File: src/rtl/wdog_pkg.sv
`timescale 1ns/1ps
package wdog_pkg;
  // Control register layout: enable at bit 0, mode at bit 1, divide select at 4:2
  typedef struct packed {
    logic [2:0] div_sel;
    logic       irq_mode;
    logic       enable;
  } wd_ctrl_t;

  localparam wd_ctrl_t WD_CTRL_RST = '{div_sel: 3'd0, irq_mode: 1'b0, enable: 1'b1};

  function automatic wd_ctrl_t wd_ctrl_decode(input logic [4:0] d);
    return wd_ctrl_t'(d);
  endfunction
endpackage

File: src/rtl/wdog_keyseq.sv
`timescale 1ns/1ps
module wdog_keyseq #(
  parameter int          KW    = 8,
  parameter logic [KW-1:0] KEY_A = 8'h55,
  parameter logic [KW-1:0] KEY_B = 8'hAA
) (
  input  logic          clk,
  input  logic          rst_n,
  input  logic          key_wr,
  input  logic [KW-1:0] key_data,
  output logic          key_clr
);
  logic armed_q;

  // A clear happens only on KEY_B directly after KEY_A
  assign key_clr = key_wr && armed_q && (key_data == KEY_B);

  always_ff @(posedge clk or negedge rst_n) begin
    if (!rst_n)      armed_q <= 1'b0;
    else if (key_wr) armed_q <= (key_data == KEY_A);
  end
endmodule

File: src/rtl/wdog_prescaler.sv
`timescale 1ns/1ps
module wdog_prescaler #(
  parameter int MAX_LOG = 6,
  parameter int SEL_W   = 3
) (
  input  logic             clk,
  input  logic             rst_n,
  input  logic             run,
  input  logic             sync_clr,
  input  logic [SEL_W-1:0] div_sel,
  output logic             tick
);
  logic [MAX_LOG-1:0] pre_q;
  logic [MAX_LOG-1:0] mask;

  // Low s bits set; selects above MAX_LOG saturate
  function automatic logic [MAX_LOG-1:0] div_mask(input logic [SEL_W-1:0] s);
    logic [MAX_LOG-1:0] m;
    for (int i = 0; i < MAX_LOG; i++) m[i] = (i < int'(s));
    return m;
  endfunction

  assign mask = div_mask(div_sel);
  assign tick = run && ((pre_q & mask) == mask);

  always_ff @(posedge clk or negedge rst_n) begin
    if (!rst_n)        pre_q <= '0;
    else if (sync_clr) pre_q <= '0;
    else if (run)      pre_q <= pre_q + 1'b1;
  end
endmodule

File: src/rtl/wdog_core.sv
`timescale 1ns/1ps
module wdog_core #(
  parameter int CNT_W     = 8,
  parameter int PULSE_LEN = 512
) (
  input  logic             clk,
  input  logic             rst_n,
  input  logic             tick,
  input  logic             clr,
  input  logic             irq_mode,
  output logic [CNT_W-1:0] cnt,
  output logic             expire,
  output logic             pulse_active,
  output logic             pulse_irq
);
  localparam int               PW       = $clog2(PULSE_LEN);
  localparam logic [CNT_W-1:0] CNT_MAX  = {CNT_W{1'b1}};
  localparam logic [PW-1:0]    PLEN_TOP = PW'(PULSE_LEN - 1);

  logic [CNT_W-1:0] cnt_q;
  logic [PW-1:0]    plen_q;
  logic             pulse_q, irq_q;

  assign expire       = tick && (cnt_q == CNT_MAX) && !pulse_q;
  assign cnt          = cnt_q;
  assign pulse_active = pulse_q;
  assign pulse_irq    = irq_q;

  always_ff @(posedge clk or negedge rst_n) begin
    if (!rst_n)                        cnt_q <= '0;
    else if (clr || expire || pulse_q) cnt_q <= '0;
    else if (tick)                     cnt_q <= cnt_q + 1'b1;
  end

  always_ff @(posedge clk or negedge rst_n) begin
    if (!rst_n) begin
      pulse_q <= 1'b0;
      plen_q  <= '0;
      irq_q   <= 1'b0;
    end else if (expire) begin
      pulse_q <= 1'b1;
      plen_q  <= PLEN_TOP;
      irq_q   <= irq_mode;
    end else if (pulse_q) begin
      if (plen_q == '0) pulse_q <= 1'b0;
      else              plen_q  <= plen_q - 1'b1;
    end
  end
endmodule

File: src/rtl/wdog_timer.sv
`timescale 1ns/1ps
module wdog_timer #(
  parameter int CNT_W     = 8,
  parameter int PULSE_LEN = 512,
  parameter int DW        = 8,
  parameter int MAX_LOG   = 6
) (
  input  logic          clk,
  input  logic          rst_n,
  input  logic          wr_en,
  input  logic          wr_sel,
  input  logic [DW-1:0] wr_data,
  input  logic          clk_ok,
  output logic          rst_out_n,
  output logic          irq_out_n
);
  import wdog_pkg::*;

  wd_ctrl_t         ctrl_q;
  logic             en, run, tick, key_clr, expire, pulse_active, pulse_irq;
  logic [CNT_W-1:0] cnt;

  always_ff @(posedge clk or negedge rst_n) begin
    if (!rst_n)                ctrl_q <= WD_CTRL_RST;
    else if (wr_en && wr_sel)  ctrl_q <= wd_ctrl_decode(wr_data[4:0]);
  end

  assign en  = ctrl_q.enable;
  assign run = en && clk_ok && !pulse_active;

  wdog_keyseq #(.KW(DW), .KEY_A(DW'(8'h55)), .KEY_B(DW'(8'hAA))) u_key (
    .clk(clk), .rst_n(rst_n), .key_wr(wr_en && !wr_sel),
    .key_data(wr_data), .key_clr(key_clr));

  wdog_prescaler #(.MAX_LOG(MAX_LOG), .SEL_W(3)) u_pre (
    .clk(clk), .rst_n(rst_n), .run(run), .sync_clr(key_clr),
    .div_sel(ctrl_q.div_sel), .tick(tick));

  wdog_core #(.CNT_W(CNT_W), .PULSE_LEN(PULSE_LEN)) u_core (
    .clk(clk), .rst_n(rst_n), .tick(tick), .clr(key_clr),
    .irq_mode(ctrl_q.irq_mode), .cnt(cnt), .expire(expire),
    .pulse_active(pulse_active), .pulse_irq(pulse_irq));

  assign rst_out_n = !(pulse_active && !pulse_irq);
  assign irq_out_n = !(pulse_active &&  pulse_irq);
endmodule

File: config.mk
export PLATFORM = sky130hd
export DESIGN_NAME = wdog_timer
export DESIGN_NICKNAME = d
export VERILOG_FILES = /design/src/rtl/wdog_pkg.sv /design/src/rtl/wdog_keyseq.sv /design/src/rtl/wdog_prescaler.sv /design/src/rtl/wdog_core.sv /design/src/rtl/wdog_timer.sv
export SDC_FILE = /design/constraint.sdc
export NUM_CORES = 1
export LEC_CHECK = 0
export BUFFER_PORTS_ARGS = -buffer_cell sky130_fd_sc_hd__buf_2
export CAP_MARGIN = 20
export CORE_ASPECT_RATIO = 1.75
export CORE_UTILIZATION = 58
export CTS_CLUSTER_SIZE = 30
export DETAILED_ROUTE_END_ITERATION = 10
export GPL_TIMING_DRIVEN = 0
export HOLD_SLACK_MARGIN = 0.02
export PLACE_DENSITY = 0.82
export SYNTH_ARGS = -nofsm -noshare
export SYNTH_HDL_FRONTEND = slang
export SYNTH_SLANG_ARGS = --single-unit
File: constraint.sdc
create_clock -name clk -period 2.2 [get_ports clk]
set_clock_uncertainty 0.2 [all_clocks]
set_input_delay 0.55 -clock clk [delete_from_list [all_inputs] [get_ports clk]]
set_output_delay 0.55 -clock clk [all_outputs]
set_load 0.02 [all_outputs]
; ---- After elaboration in Yosys (flattened, before gate mapping)
; Index checks and enable logic that the tools add are counted.
[word_totals]
register_bits = 31
in_bits = 13
out_inout_bits = 2
[classes]
add_sub_neg = 3
n_lt_le_gt_ge = 6
eq_ne = 5
mux = 10
bitwise_logic = 1
reduce_logical = 23
[op_table]
columns = cell, count
row1 = $mux 9, 3
row2 = $eq 8x8->1 const B, 2
row3 = $mux 8, 2
row4 = $mux 6, 2
row5 = $logic_and 1x1->1, 11
row6 = $logic_not 9->1, 1
row7 = $sub 9x1->9 const B, 1
row8 = $add 8x1->8 const B, 1
row9 = $eq 8x7->1 const B, 1
row10 = $add 6x1->6 const B, 1
row11 = $and 6x6->6, 1
row12 = $eq 6x6->1, 1
row13 = $lt 1x3->1 const A, 2
row14 = $lt 2x3->1 const A, 2
row15 = $lt 3x3->1 const A, 2
row16 = $reduce_bool 2->1, 3
row17 = $logic_not 1->1, 5
row18 = $mux 1, 3
row19 = $logic_or 1x1->1, 2
row20 = $ne 2x1->1 const B, 1
row21 = $reduce_and 2->1, 1

; ---- Longest topological paths before layout
; Gate-level depths: netlist of run 1.
[logic_depth]
ltp_word = 9
mapped_depth = 7
depth_no_buf = 6

; ---- Cells and area by module
; From an unflattened synthesis of run 1, not the netlist that was laid out.
[unflattened]
cells_unflattened = 157
area_unflattened_um2 = 1629.1
[by_module_without_submodules]
columns = mod, instances, cells_per_inst, area_each_um2, seq_area_each_um2
row1 = wdog_core, 1, 98, 983.4, 475.5
row2 = wdog_prescaler, 1, 34, 329.1, 150.1
row3 = wdog_timer, 1, 16, 215.2, 126.4
row4 = wdog_keyseq, 1, 9, 101.3, 25.0

; ---- Worst setup path before layout of run 1
; Ideal clock, no wire load.
[synth_path]
path_type = flip-flop to flip-flop
from = reg u_core.plen_q[5]
to = reg u_core.plen_q[0]
arrival_ns = 1.525
setup_slack_ns = 0.352
stages_incl_launch_ff = 5
cell_sequence = dfrtp_1 or4_4 o41ai_4 xnor2_1 nand2_1
[synth_via]
elab_chain_cells = 3
[synth_rtl]
columns = item, line
row1 = from (decl), wdog_core.sv:21  ; logic [PW-1:0] plen_q;
row2 = from (signal assigned), wdog_core.sv:46  ; else plen_q <= plen_q - 1'b1;
row3 = $logic_not 9->1, wdog_core.sv:45  ; if (plen_q == '0) pulse_q <= 1'b0;
row4 = $ne 2x1->1 (no source line), n/a
row5 = $reduce_and 2->1 (no source line), n/a
; No other way between the ends.
; A chain may end at the register's enable or synchronous reset.

; ---- Final worst setup path of run 1
[layout_path]
from = reg u_core.pulse_q, in the netlist u_core.pulse_active
to = reg u_core.plen_q[7]
[layout_via]
elab_chain_cells = 7
word_cells_on_any_way = 9
classes_between = eq/ne (1) / mux (1) / reduce/logical (7)
[layout_rtl]
columns = item, line
row1 = from (decl), wdog_core.sv:22  ; logic pulse_q, irq_q;
row2 = from (signal assigned), wdog_core.sv:37  ; pulse_q <= 1'b0;
row3 = from (signal assigned), wdog_core.sv:41  ; pulse_q <= 1'b1;
row4 = from (signal assigned), wdog_core.sv:45
row5 = $logic_not 1->1, "wdog_core.sv:24, wdog_timer.sv:29"
row6 = $logic_and 1x1->1, wdog_timer.sv:29  ; assign run = en && clk_ok && !pulse_active;
row7 = $logic_and 1x1->1, wdog_prescaler.sv:24  ; assign tick = run && ((pre_q & mask) == mask);
row8 = $logic_and 1x1->1 (2 in a row), wdog_core.sv:24  ; assign expire = tick && (cnt_q == CNT_MAX) && !pulse_q;
row9 = $ne 2x1->1 (no source line) / $reduce_bool 2->1 (equally long branches), n/a
row10 = $reduce_and 2->1 (no source line), n/a
; Parallel ways exist; a longest one is shown, timed or not.

==> parameters.txt, run 1 <==
Parameter                              Value

Outcome
  Status ... complete, no violations

Yosys
  Mapped cell area ... 1720 um^2
  Share of the synthesized area in compound gates (AO/OA/AOI/OAI) ... 0.147
  Mapped Cells ... 174
  Synthesis Warnings ... 0
  Most used DFF post-synth ... sky130_fd_sc_hd__dfrtp_1
  Number of synthesized flops with an enable pin ... 0
  Area share of the largest cell type after synthesis ... 0.437
  Largest area contributor in the synthesized netlist ... sky130_fd_sc_hd__dfrtp_1
  Cell variety after synth ... 46
  Dominant combinational cell family by area after synthesis ... simple AND/OR/NAND/NOR gates
  Mux contribution to synthesized area ... 0.0626
  Synthesized-area fraction occupied by adder cells ... 0.0218
  Part of the Yosys area used for sequential elements ... 0.452
  Synth Area in XOR/XNOR ... 0.0306
  Asr flop ratio synth ... 1.00
  Simple logic cell fraction of the synthesized area ... 0.264
  Cell types occupying the most area after synthesis ... sky130_fd_sc_hd__dfrtp_1, sky130_fd_sc_hd__nand2_1, sky130_fd_sc_hd__mux2_2
  Number of register bits inferred by synthesis ... 31
  Syn_nets ... 190
  Synth Area per Inst ... 9.87 um^2

Clocking
  CTS tree ... built
  Number of CTS-inserted buffers ... 5
  Post-CTS Setup Inserts ... 0
  CTS sink cnt ... 31
  Root cell of the clock tree ... sky130_fd_sc_hd__clkbuf_8
  CTS H-tree depth ... 2
  Clock-pin slew reported for the worst setup and hold paths after clock tree synthesis ... 0.07 ns
  Clock latency on the worst-skew pair ... 0.29 ns
  Maximum clock insertion buffer count ... 2

Critical path
  Critical Path End Type ... flip-flop
  Worst endpoint required time ... 2.18 ns
  Category of the most critical setup path ... flip-flop to flip-flop
  Biggest fanout along the worst timing path ... 10
  Category of the worst setup path launch point ... flip-flop
  CP arrival ... 2.02 ns

Detailed routing
  Violation count after the first detailed-route iteration ... 47
  Number of routed nets with antenna violations ... 0
  Detailed-route vias per instance ... 6.60
  DR DRC count ... 0
  Wire length after detailed routing ... 4020 um
  Pre-antenna DRT Iters ... 5
  Routed vias ... 1471
  Detail-routed net length per standard cell ... 18.0 um

Cells and area
  Number of antenna cells inserted ... 0
  Filler Cell Count ... 207
  Most common library cell in the layout ignoring fill and taps ... sky130_fd_sc_hd__dfrtp_1
  Layout Utilization ... 0.709
  Fraction of final layout cells with drive strength greater than 1 ... 0.194
  Layout overhead on the synthesized area ... 13.6%
  # nets final ... 211
  Final Instance Count excl. Fillers ... 223
  Commonest non-fill, non-tap cells in the layout ... sky130_fd_sc_hd__dfrtp_1, sky130_fd_sc_hd__nand2_1, sky130_fd_sc_hd__buf_2

Power and ir drop
  Static power due to leakage ... 0.835 nW
  Max VDD drop ... 0.790 mV
  Ratio of total power to cell area ... 650 nW/um^2

STA
  Count of final hold-check violations ... 0
  Achievable clock frequency ... 489 MHz
  Post-route setup slack ... 0.155 ns
  RSZ-0062 raised after global routing ... false
  Worst Tran Pin Value ... 0.760 ns
  Final worst-path cycle share ... 0.930
  Final period demand of the worst path ... 2.05 ns
  Setup violations, final ... 0
  Final setup TNS ... 0 ns
  Max Slew Vio Count ... 0
  Relative max-transition margin ... 0.491

Global routing
  Via count of the first global-routing pass ... 1504
  Initial antenna violation count ... 0
  Wire length of the first global-routing pass ... 6510 um
  Total routing usage reported by global routing ... 0.280
  Maximum number of pins on one net before global-route repair ... 32
  Total global routing overflow ... 0

Floorplan
  Horiz. Die Dim ... 43.1 um
  Initial core utilization ... 0.624
  Cell Rows ... 25
  Standard cell core area ... 2750 um^2
  Vertical extent of the die ... 74.0 um
  Number of ports placed on the die boundary ... 15
  Die area ... 3190 um^2

Job
  Max Cap Viol ... 0

Min path
  Worst hold path class ... input pin to asynchronous set/reset pin

Place
  Setup Slack @ Placement ... 0.0818 ns
  Post-DP HPWL ... 2900 um
  Routability congestion estimate ... 0.806
  Number of port buffers ... 14
  Dpl cells ... 215
## power breakdown
| group | switching, mW | internal (mW) |
|---|---|---|
| Combinational | 0.0489 | 0.0332 |
| Clock | 0.221 | 0.366 |
| Sequential | 0.0146 | 0.586 |
| Total | 0.284 | 0.985 |
## worst paths after layout
check,cells after the start,end,slack (ns),start
worst max-delay path,7,u_core.plen_q[7]$_DFFE_PN0P_,0.15,u_core.pulse_active$_DFF_PN0_
worst min-delay path,1,u_core.cnt[0]$_DFFE_PN0P_,0.1,rst_n
worst max register to register,7,u_core.plen_q[7]$_DFFE_PN0P_,0.15,u_core.pulse_active$_DFF_PN0_
worst min register to register,2,u_key.armed_q$_DFFE_PN0P_,0.29,u_key.armed_q$_DFFE_PN0P_
max in group asynchronous,1,u_core.pulse_active$_DFF_PN0_,1.25,rst_n
min in group clk,2,u_key.armed_q$_DFFE_PN0P_,0.29,u_key.armed_q$_DFFE_PN0P_
## critical path, cell delays in order (launching register included)
cell and delay [ns]:
sky130_fd_sc_hd__dfrtp_1 0.37, sky130_fd_sc_hd__buf_2 0.19, sky130_fd_sc_hd__and3b_1 0.24, sky130_fd_sc_hd__buf_2 0.16, sky130_fd_sc_hd__and2_1 0.22, sky130_fd_sc_hd__nand4_1 0.20, sky130_fd_sc_hd__buf_2 0.26, sky130_fd_sc_hd__o311ai_0 0.10
## cells by family (layout without fill, tap and decap cells)
logic type                 Yosys count  count (layout)
AOI/OAI and AO/OA                   35              35
adders and majority gates            3               3
and+or+nand+nor                     80              80
DFF                                 31              31
buffers and inverters                9              31
muxes                               10              10
xor gates and xnor gates             6               6
## cells in the mapped netlist, types with 2 or more instances
library cell	n
sky130_fd_sc_hd__nor4_1	6
sky130_fd_sc_hd__a31oi_1	2
sky130_fd_sc_hd__and3_1	4
sky130_fd_sc_hd__nand3_1	2
sky130_fd_sc_hd__mux2i_1	4
sky130_fd_sc_hd__nor2_1	6
sky130_fd_sc_hd__nand4_1	8
sky130_fd_sc_hd__inv_1	5
sky130_fd_sc_hd__nor2b_1	2
sky130_fd_sc_hd__and3b_1	2
sky130_fd_sc_hd__and2_1	3
sky130_fd_sc_hd__o21a_1	2
sky130_fd_sc_hd__o22ai_1	2
sky130_fd_sc_hd__nand2b_1	6
sky130_fd_sc_hd__o31ai_1	2
sky130_fd_sc_hd__nand3b_1	4
sky130_fd_sc_hd__a21oi_1	9
sky130_fd_sc_hd__xnor2_1	4
sky130_fd_sc_hd__mux2_2	6
sky130_fd_sc_hd__nor3_1	3
sky130_fd_sc_hd__xor2_1	2
sky130_fd_sc_hd__nor4bb_1	4
sky130_fd_sc_hd__o21ai_0	6
sky130_fd_sc_hd__dfrtp_1	30
sky130_fd_sc_hd__buf_2	3
sky130_fd_sc_hd__nand2_1	25
sky130_fd_sc_hd__ha_1	3
## final cells by class
cell class | count | area (um^2) | area share
multi-input combinational | 134 | 916 | 0.469
inverter | 5 | 18.8 | 0.00962
timing repair buffer | 14 | 70.1 | 0.0359
clock inverter | 2 | 35.0 | 0.0179
tap | 27 | 33.8 | 0.0173
buffer | 4 | 18.8 | 0.00962
sequential | 31 | 777 | 0.398
clock buffer | 6 | 82.6 | 0.0423
## metrics by stage
step	total power, mW	hold slack (ns)	cell area (um^2)
6_report	1.27	0.0976	1950
4_1_cts	1.28	0.121	1940
5_1_grt	1.31	0.151	1950
3_5_place_dp	0.690	0.276	1820
3_3_place_gp	0.684	0.256	1820
2_1_floorplan	0.652	0.0544	1720
## what timing repair did
action                                  CTS  global route
hold buffers                              0             0
resized for setup                         0             2
endpoints found under the setup margin    0             1
## registers in the layout, indices dropped and copies added, names as in the netlist
register	count
ctrl_q	4
u_core.pulse_active	1
u_core.cnt	8
u_core.pulse_irq	1
u_key.armed_q	1
en	1
u_pre.pre_q	6
u_core.plen_q	9
## layer usage
| metal | track usage | vias to the layer above | wire, um |
|---|---|---|---|
| met4 | 0.145 | 0 | 111 |
| met2 | 0.521 | 26 | 2420 |
| met5 | 0 | - | 0 |
| met1 | 0.277 | 744 | 1390 |
| met3 | 0.0680 | 10 | 97 |
| li1 | - | 691 | - |
No activity file was read; power rests on OpenSTA's default activity.
==> inputs of run 2 (changes only) <==
ABC_AREA = 1   (was default)
CORE_UTILIZATION = 59   (was 58)
PLACE_DENSITY = 0.83   (was 0.82)
RECOVER_POWER = 25   (was default)
==> run 2 against run 1 <==
  * Synthesized cell count grew 37%
  * Sequential cell count unchanged
  * Largest cell class unchanged
  * Highest routed layer unchanged
  * Cell area rose by 1.9%
  * Via count rose by 6.1%
  * Critical path type unchanged
  * Combinational power shrank 39%
  * Clock power is 22% lower
  * Core utilization down 2.2 points
==> parameters.txt, run 2 <==
Parameter                              Value

Detailed routing
  Violation count after the first detailed-route iteration ... 45
  Routed vias ... 1560
  Detail-routed net length per standard cell ... 12.0 um
  Number of routed nets with antenna violations ... 0
  DR DRC count ... 0
  Detailed-route vias per instance ... 5.42
  Pre-antenna DRT Iters ... 4
  Wire length after detailed routing ... 3440 um

Yosys
  Part of the Yosys area used for sequential elements ... 0.433
  Number of register bits inferred by synthesis ... 31
  Asr flop ratio synth ... 1.00
  Top-count cell post-synth ... sky130_fd_sc_hd__nand2_1
  Cell types occupying the most area after synthesis ... sky130_fd_sc_hd__dfrtp_1, sky130_fd_sc_hd__nand2_1, sky130_fd_sc_hd__nand3_1
  Most numerous cell types in the synthesized netlist ... sky130_fd_sc_hd__nand2_1, sky130_fd_sc_hd__inv_1, sky130_fd_sc_hd__dfrtp_1
  Largest area contributor in the synthesized netlist ... sky130_fd_sc_hd__dfrtp_1
  Area share of the largest cell type after synthesis ... 0.419
  Cell variety after synth ... 28
  Synthesis Warnings ... 0
  Syn_nets ... 254
  Mapped Cells ... 238
  Mapped cell area ... 1790 um^2
  Synth Area per Inst ... 7.53 um^2
  Most used DFF post-synth ... sky130_fd_sc_hd__dfrtp_1
  Number of synthesized flops with an enable pin ... 0

STA
  Final worst-path cycle share ... 0.813
  Achievable clock frequency ... 559 MHz
  Relative max-transition margin ... 0.495
  Worst Tran Pin Value ... 0.757 ns
  Final period demand of the worst path ... 1.79 ns
  RSZ-0062 raised after global routing ... false
  Final setup TNS ... 0 ns
  Setup violations, final ... 0
  Count of final hold-check violations ... 0
  Max Slew Vio Count ... 0
  Post-route setup slack ... 0.411 ns

Critical path
  Worst setup endpoint ... u_core.plen_q[3]$_DFFE_PN0P_
  Worst endpoint required time ... 2.17 ns
  Startpoint of the worst setup timing path ... en$_DFFE_PN1P_
  Critical Path End Type ... flip-flop
  Count of buffer and inverter cells on the critical path ... 1
  Critical Path Max Stage Delay ... 0.53 ns
  Worst Reg-to-Reg Cells ... 8
  CP arrival ... 1.76 ns
  Kind of cell adding the most delay to the critical path ... simple AND/OR/NAND/NOR gates
  Capture instance of the worst register-to-register path ... u_core.plen_q[3]$_DFFE_PN0P_
  Reg2Reg Setup Slack ... 0.41 ns
  Category of the worst setup path launch point ... flip-flop
  Startpoint of the worst register-to-register path ... en$_DFFE_PN1P_
  Count of cell instances traversed by the critical path ... 8
  Biggest fanout along the worst timing path ... 10
  Most common cell type on the critical path ... sky130_fd_sc_hd__nand2_1
  Cell Chain, Critical Path ... nand2_1, nor2_4, nand2_2, nor2_2, nand3_4, buf_6, nand3_1, nand2_1
  Cell type of the slowest stage on the worst timing path ... sky130_fd_sc_hd__dfstp_2
  Category of the most critical setup path ... flip-flop to flip-flop

Cells and area
  Number of antenna cells inserted ... 0
  Fraction of final layout cells with drive strength greater than 1 ... 0.150
  Filler Cell Count ... 239
  Number of flip-flops under the largest register name ... 9
  Final Instance Count excl. Fillers ... 288
  # nets final ... 275
  Layout Utilization ... 0.687
  Register ranked first by flip-flop count ... u_core.plen_q
  Most common library cell in the layout ignoring fill and taps ... sky130_fd_sc_hd__nand2_1
  Commonest non-fill, non-tap cells in the layout ... sky130_fd_sc_hd__nand2_1, sky130_fd_sc_hd__inv_1, sky130_fd_sc_hd__dfrtp_1
  Layout overhead on the synthesized area ... 10.9%

Job
  Max Cap Viol ... 0

Floorplan
  Standard cell core area ... 2900 um^2
  Initial core utilization ... 0.619
  Die area ... 3270 um^2
  Cell Rows ... 26
  Number of ports placed on the die boundary ... 15
  Horiz. Die Dim ... 43.7 um
  Vertical extent of the die ... 74.9 um

Clocking
  CTS sink cnt ... 31
  Clock-pin slew reported for the worst setup and hold paths after clock tree synthesis ... 0.06 ns
  Number of CTS-inserted buffers ... 5
  Post-CTS Setup Inserts ... 0
  CTS tree ... built
  CTS H-tree depth ... 2
  CTS Hold Bufs ... 0
  # resized after CTS ... 0
  Maximum clock insertion buffer count ... 2
  Root cell of the clock tree ... sky130_fd_sc_hd__clkbuf_8
  Clock latency on the worst-skew pair ... 0.29 ns

Power and ir drop
  Fraction of power consumed by combinational cells ... 0.046
  Total power draw ... 1.10 mW
  Internal Power ... 0.856 mW
  Static power due to leakage ... 1.07 nW
  Power dissipated by switching net loads ... 0.245 mW
  Max VDD drop ... 0.503 mV
  Sw frac ... 0.223
  Portion of total power attributed to the clock network ... 0.414
  Proportion of power drawn by flip-flops and latches ... 0.540
  Ratio of total power to cell area ... 554 nW/um^2

Global routing
  Maximum number of pins on one net before global-route repair ... 32
  Total global routing overflow ... 0
  Initial antenna violation count ... 0
  Wire length of the first global-routing pass ... 5820 um
  Total routing usage reported by global routing ... 0.240
  Via count of the first global-routing pass ... 1480

Place
  Dpl cells ... 280
  Post-DP HPWL ... 2490 um
  Setup Slack @ Placement ... 0.237 ns
  Routability congestion estimate ... 0.792
  Number of port buffers ... 14

Outcome
  Status ... complete, no violations

Min path
  Worst hold path class ... input pin to asynchronous set/reset pin
-- run 2: worst min-delay path by stage --
stage / startpoint / end / depth (start not counted)
detailed placement: u_key.armed_q$_DFFE_PN0P_ / u_key.armed_q$_DFFE_PN0P_ / 2
CTS: rst_n / u_core.plen_q[8]$_DFFE_PN0P_ / 1
finish: rst_n / ctrl_q[3]$_DFFE_PN0P_ / 1
floorplan: rst_n / ctrl_q[1]$_DFFE_PN0P_ / 0
global placement: u_key.armed_q$_DFFE_PN0P_ / u_key.armed_q$_DFFE_PN0P_ / 2
global route: rst_n / u_core.cnt[5]$_DFFE_PN0P_ / 1
-- run 2: area by class of cell --
cell class	instances	area (um^2)	area share
clock buffer	7	86.3	0.0434
buffer	2	16.3	0.00818
sequential	31	777	0.391
timing repair buffer	14	68.8	0.0346
tap	28	35.0	0.0176
multi-input combinational	169	865	0.435
clock inverter	1	5.00	0.00252
inverter	36	135	0.0680
-- run 2: power by group through the flow --
stage / Sequential (mW) / Combinational [mW] / Clock (mW)
final: 0.594 / 0.0505 / 0.456
after global routing: 0.595 / 0.0592 / 0.480
after CTS: 0.594 / 0.0522 / 0.471
after detailed placement: 0.605 / 0.0521 / 0
after global placement: 0.604 / 0.0509 / 0
after floorplan: 0.602 / 0.0247 / 0
-- run 2: logic make-up after synthesis --
logic type               count (synthesis)  share of synthesized area
AND/OR/NAND/NOR                        135                      0.343
buffers and inverters                   38                     0.0844
flip-flops                              31                      0.433
XOR/XNOR                                 9                     0.0440
multiplexers                             2                     0.0126
adder cells (fa/ha/maj)                  3                     0.0209
AO/OA/AOI/OAI                           20                     0.0614
-- run 2: layer usage --
| layer | up-vias | share of wire | GRT usage | wire [um] |
|---|---|---|---|---|
| met1 | 729 | 0.42 | 0.256 | 1460 |
| met2 | 22 | 0.53 | 0.426 | 1810 |
| li1 | 803 | - | - | - |
| met4 | 0 | 0.025 | 0.142 | 86 |
| met5 | - | 0 | 0 | 0 |
| met3 | 6 | 0.025 | 0.0480 | 87 |
-- run 2: per-stage QoR --
| stage | area (um^2) | hold WS (ns) |
|---|---|---|
| global placement | 1900 | 0.266 |
| floorplan | 1790 | 0.0544 |
| CTS | 1990 | 0.126 |
| global route | 1990 | 0.207 |
| detailed placement | 1900 | 0.285 |
| finish | 1990 | 0.125 |
==> inputs of run 3 (changes only) <==
CORE_UTILIZATION = 53   (was 59)
PLACE_DENSITY = 0.79   (was 0.83)
clock period = 1.5 ns   (was 2.2 ns; I/O delays follow)
==> run 3 against run 2 <==
  * Non-clock buffer count grew 20
  * Sequential cell count is the same
  * The run now ends with negative setup slack left
  * Critical path type unchanged
  * Register-to-register slack lost 0.64 ns
  * Cell count grew 12%
  * Clock-buffer cell count shrank 1
  * Combinational power grew 61%
  * Sequential share of layout area shrank 6.2 points
  * Core utilization grew 5.8 points
==> parameters.txt, run 3 (synthesis results as in run 2) <==
Parameter                              Value

STA
  Final setup TNS ... -3.12 ns
  Hold slack final ... 0.160 ns
  Worst Tran Pin Value ... 0.418 ns
  Final period demand of the worst path ... 1.73 ns
  Count of final hold-check violations ... 0
  Setup violations, final ... 25
  Max Slew Vio Count ... 0
  Final worst-path cycle share ... 1.16
  Relative max-transition margin ... 0.721
  RSZ-0062 raised after global routing ... true
  Post-route setup slack ... -0.233 ns
  Achievable clock frequency ... 577 MHz

Cells and area
  # nets final ... 295
  Fraction of final layout cells with drive strength greater than 1 ... 0.311
  Most common library cell in the layout ignoring fill and taps ... sky130_fd_sc_hd__nand2_1
  Final standard cell area without fillers ... 2370 um^2
  Filler Cell Count ... 238
  Area of the multi-input gates ... 986 um^2
  Register ranked first by flip-flop count ... u_core.plen_q
  Number of antenna cells inserted ... 0
  Sequential Area ... 778 um^2
  Layout overhead on the synthesized area ... 32.0%
  Layout Utilization ... 0.745
  Commonest non-fill, non-tap cells in the layout ... sky130_fd_sc_hd__nand2_1, sky130_fd_sc_hd__inv_1, sky130_fd_sc_hd__dfrtp_1
  Number of flip-flops under the largest register name ... 9

Global routing
  Total routing usage reported by global routing ... 0.260
  Wire length of the first global-routing pass ... 6900 um
  Most Used Layer, Global Route ... met2
  Initial antenna violation count ... 0
  Met2 usage in global routing ... 0.451
  Total global routing overflow ... 0
  Via count of the first global-routing pass ... 1733
  Maximum number of pins on one net before global-route repair ... 32
  Met1 track utilization from global routing ... 0.279
  Met3 routing resource usage after global routing ... 0.0500

Place
  Number of port buffers ... 14
  Routability congestion estimate ... 0.833
  Post-DP Area ... 1970 um^2
  Post-DP HPWL ... 2480 um

Floorplan
  Cell Rows ... 27
  Initial core utilization ... 0.565
  Standard cell core area ... 3180 um^2
  Vertical extent of the die ... 78.9 um
  Horiz. Die Dim ... 46.0 um
  Die area ... 3630 um^2
  Number of ports placed on the die boundary ... 15

Critical path
  Cell Chain, Critical Path ... ha_2, nand2_1, inv_2, nand3_4, nor2_4, nand3_4, buf_8, nand3_2, nand2_1
  Category of the most critical setup path ... flip-flop to flip-flop
  Critical Path Max Stage Delay ... 0.37 ns
  Cell type of the slowest stage on the worst timing path ... sky130_fd_sc_hd__dfrtp_1
  Category of the worst setup path launch point ... flip-flop
  Critical Path End Type ... flip-flop
  Worst endpoint required time ... 1.48 ns
  CP arrival ... 1.71 ns
  Biggest fanout along the worst timing path ... 7

Clocking
  Number of CTS-inserted buffers ... 5
  Root cell of the clock tree ... sky130_fd_sc_hd__clkbuf_8
  CTS tree ... built
  Clock-pin slew reported for the worst setup and hold paths after clock tree synthesis ... 0.07 ns
  Maximum clock insertion buffer count ... 2
  Clock latency on the worst-skew pair ... 0.28 ns
  CTS H-tree depth ... 2
  CTS sink cnt ... 31

Power and ir drop
  Max VDD drop ... 0.763 mV
  Static power due to leakage ... 1.21 nW
  Total power draw ... 1.80 mW
  Ratio of total power to cell area ... 760 nW/um^2

Detailed routing
  Routed vias ... 1666
  Pre-antenna DRT Iters ... 4
  Number of routed nets with antenna violations ... 0
  Detail-routed net length per standard cell ... 12.4 um
  Detailed-route vias per instance ... 5.16
  Wire length after detailed routing ... 3990 um
  DR DRC count ... 0
  Violation count after the first detailed-route iteration ... 39

Min path
  Worst hold path class ... input pin to flip-flop

Outcome
  Failing checks ... negative setup slack
  Status ... complete, but fails checks

Job
  Max Cap Viol ... 0
run 3: changes by cell type in the layout (fill, tap and decap cells not counted), moves of 5 or more:
cell / previous run / this run
sky130_fd_sc_hd__buf_4: 0 / 14
sky130_fd_sc_hd__nand3_1: 25 / 16
sky130_fd_sc_hd__nand3_2: 0 / 8
sky130_fd_sc_hd__nand2_1: 70 / 64
sky130_fd_sc_hd__o21ai_0: 11 / 5
sky130_fd_sc_hd__buf_6: 1 / 6
sky130_fd_sc_hd__nand2_2: 4 / 9
run 3: metrics by stage:
step | cells | setup slack [ns]
global placement | 295 | -0.280
finish | 323 | -0.233
detailed placement | 295 | -0.290
global route | 323 | -0.304
CTS | 319 | -0.194
floorplan | 238 | -0.101
run 3: worst max-delay path, delay by kind of cell (launching register included):
| family | cells | cell delay, ns |
|---|---|---|
| flip-flops | 1 | 0.37 |
| adder cells (fa/ha/maj) | 1 | 0.19 |
| buffers and inverters | 2 | 0.29 |
| AND/OR/NAND/NOR | 6 | 0.56 |
run 3: worst paths after layout:
path	endpoint	slack [ns]	start	cells past startpoint
max in group asynchronous	en$_DFFE_PN1P_	0.37	rst_n	2
max reg2reg	u_core.plen_q[3]$_DFFE_PN0P_	-0.23	u_core.cnt[0]$_DFFE_PN0P_	9
min in group asynchronous	u_pre.pre_q[4]$_DFFE_PN0P_	0.39	rst_n	2
min reg2reg	u_key.armed_q$_DFFE_PN0P_	0.30	u_key.armed_q$_DFFE_PN0P_	2
max	u_core.plen_q[3]$_DFFE_PN0P_	-0.23	u_core.cnt[0]$_DFFE_PN0P_	9
min	ctrl_q[3]$_DFFE_PN0P_	0.16	wr_data[3]	2
run 3: metal layers:
metal	wire length, um	up-vias
met4	76	0
met3	102	8
met5	0	-
met2	2250	29
met1	1560	783
li1	-	846
run 3: what timing repair did:
action	4_1_cts	5_1_grt
gates cloned	1	0
hold buffers	1	0
buffers inserted	14	4
hold endpoints to repair	30	0
pin swaps	8	7
setup endpoints to repair	23	25
resized for setup	28	11
run 3: area by class of cell:
type                    instances  area share
plain buffers                   2     0.00952
clock buffers                   6      0.0349
clock inverters                 2      0.0148
inverters                      36      0.0571
multi-input cells             169       0.417
flip-flops and latches         31       0.329
well taps                      43      0.0227
repair buffers                 34       0.115
run 3: power breakdown:
group	internal (mW)	switching [mW]
clock network	0.537	0.305
registers	0.857	0.0190
logic	0.0339	0.0476
total	1.43	0.372
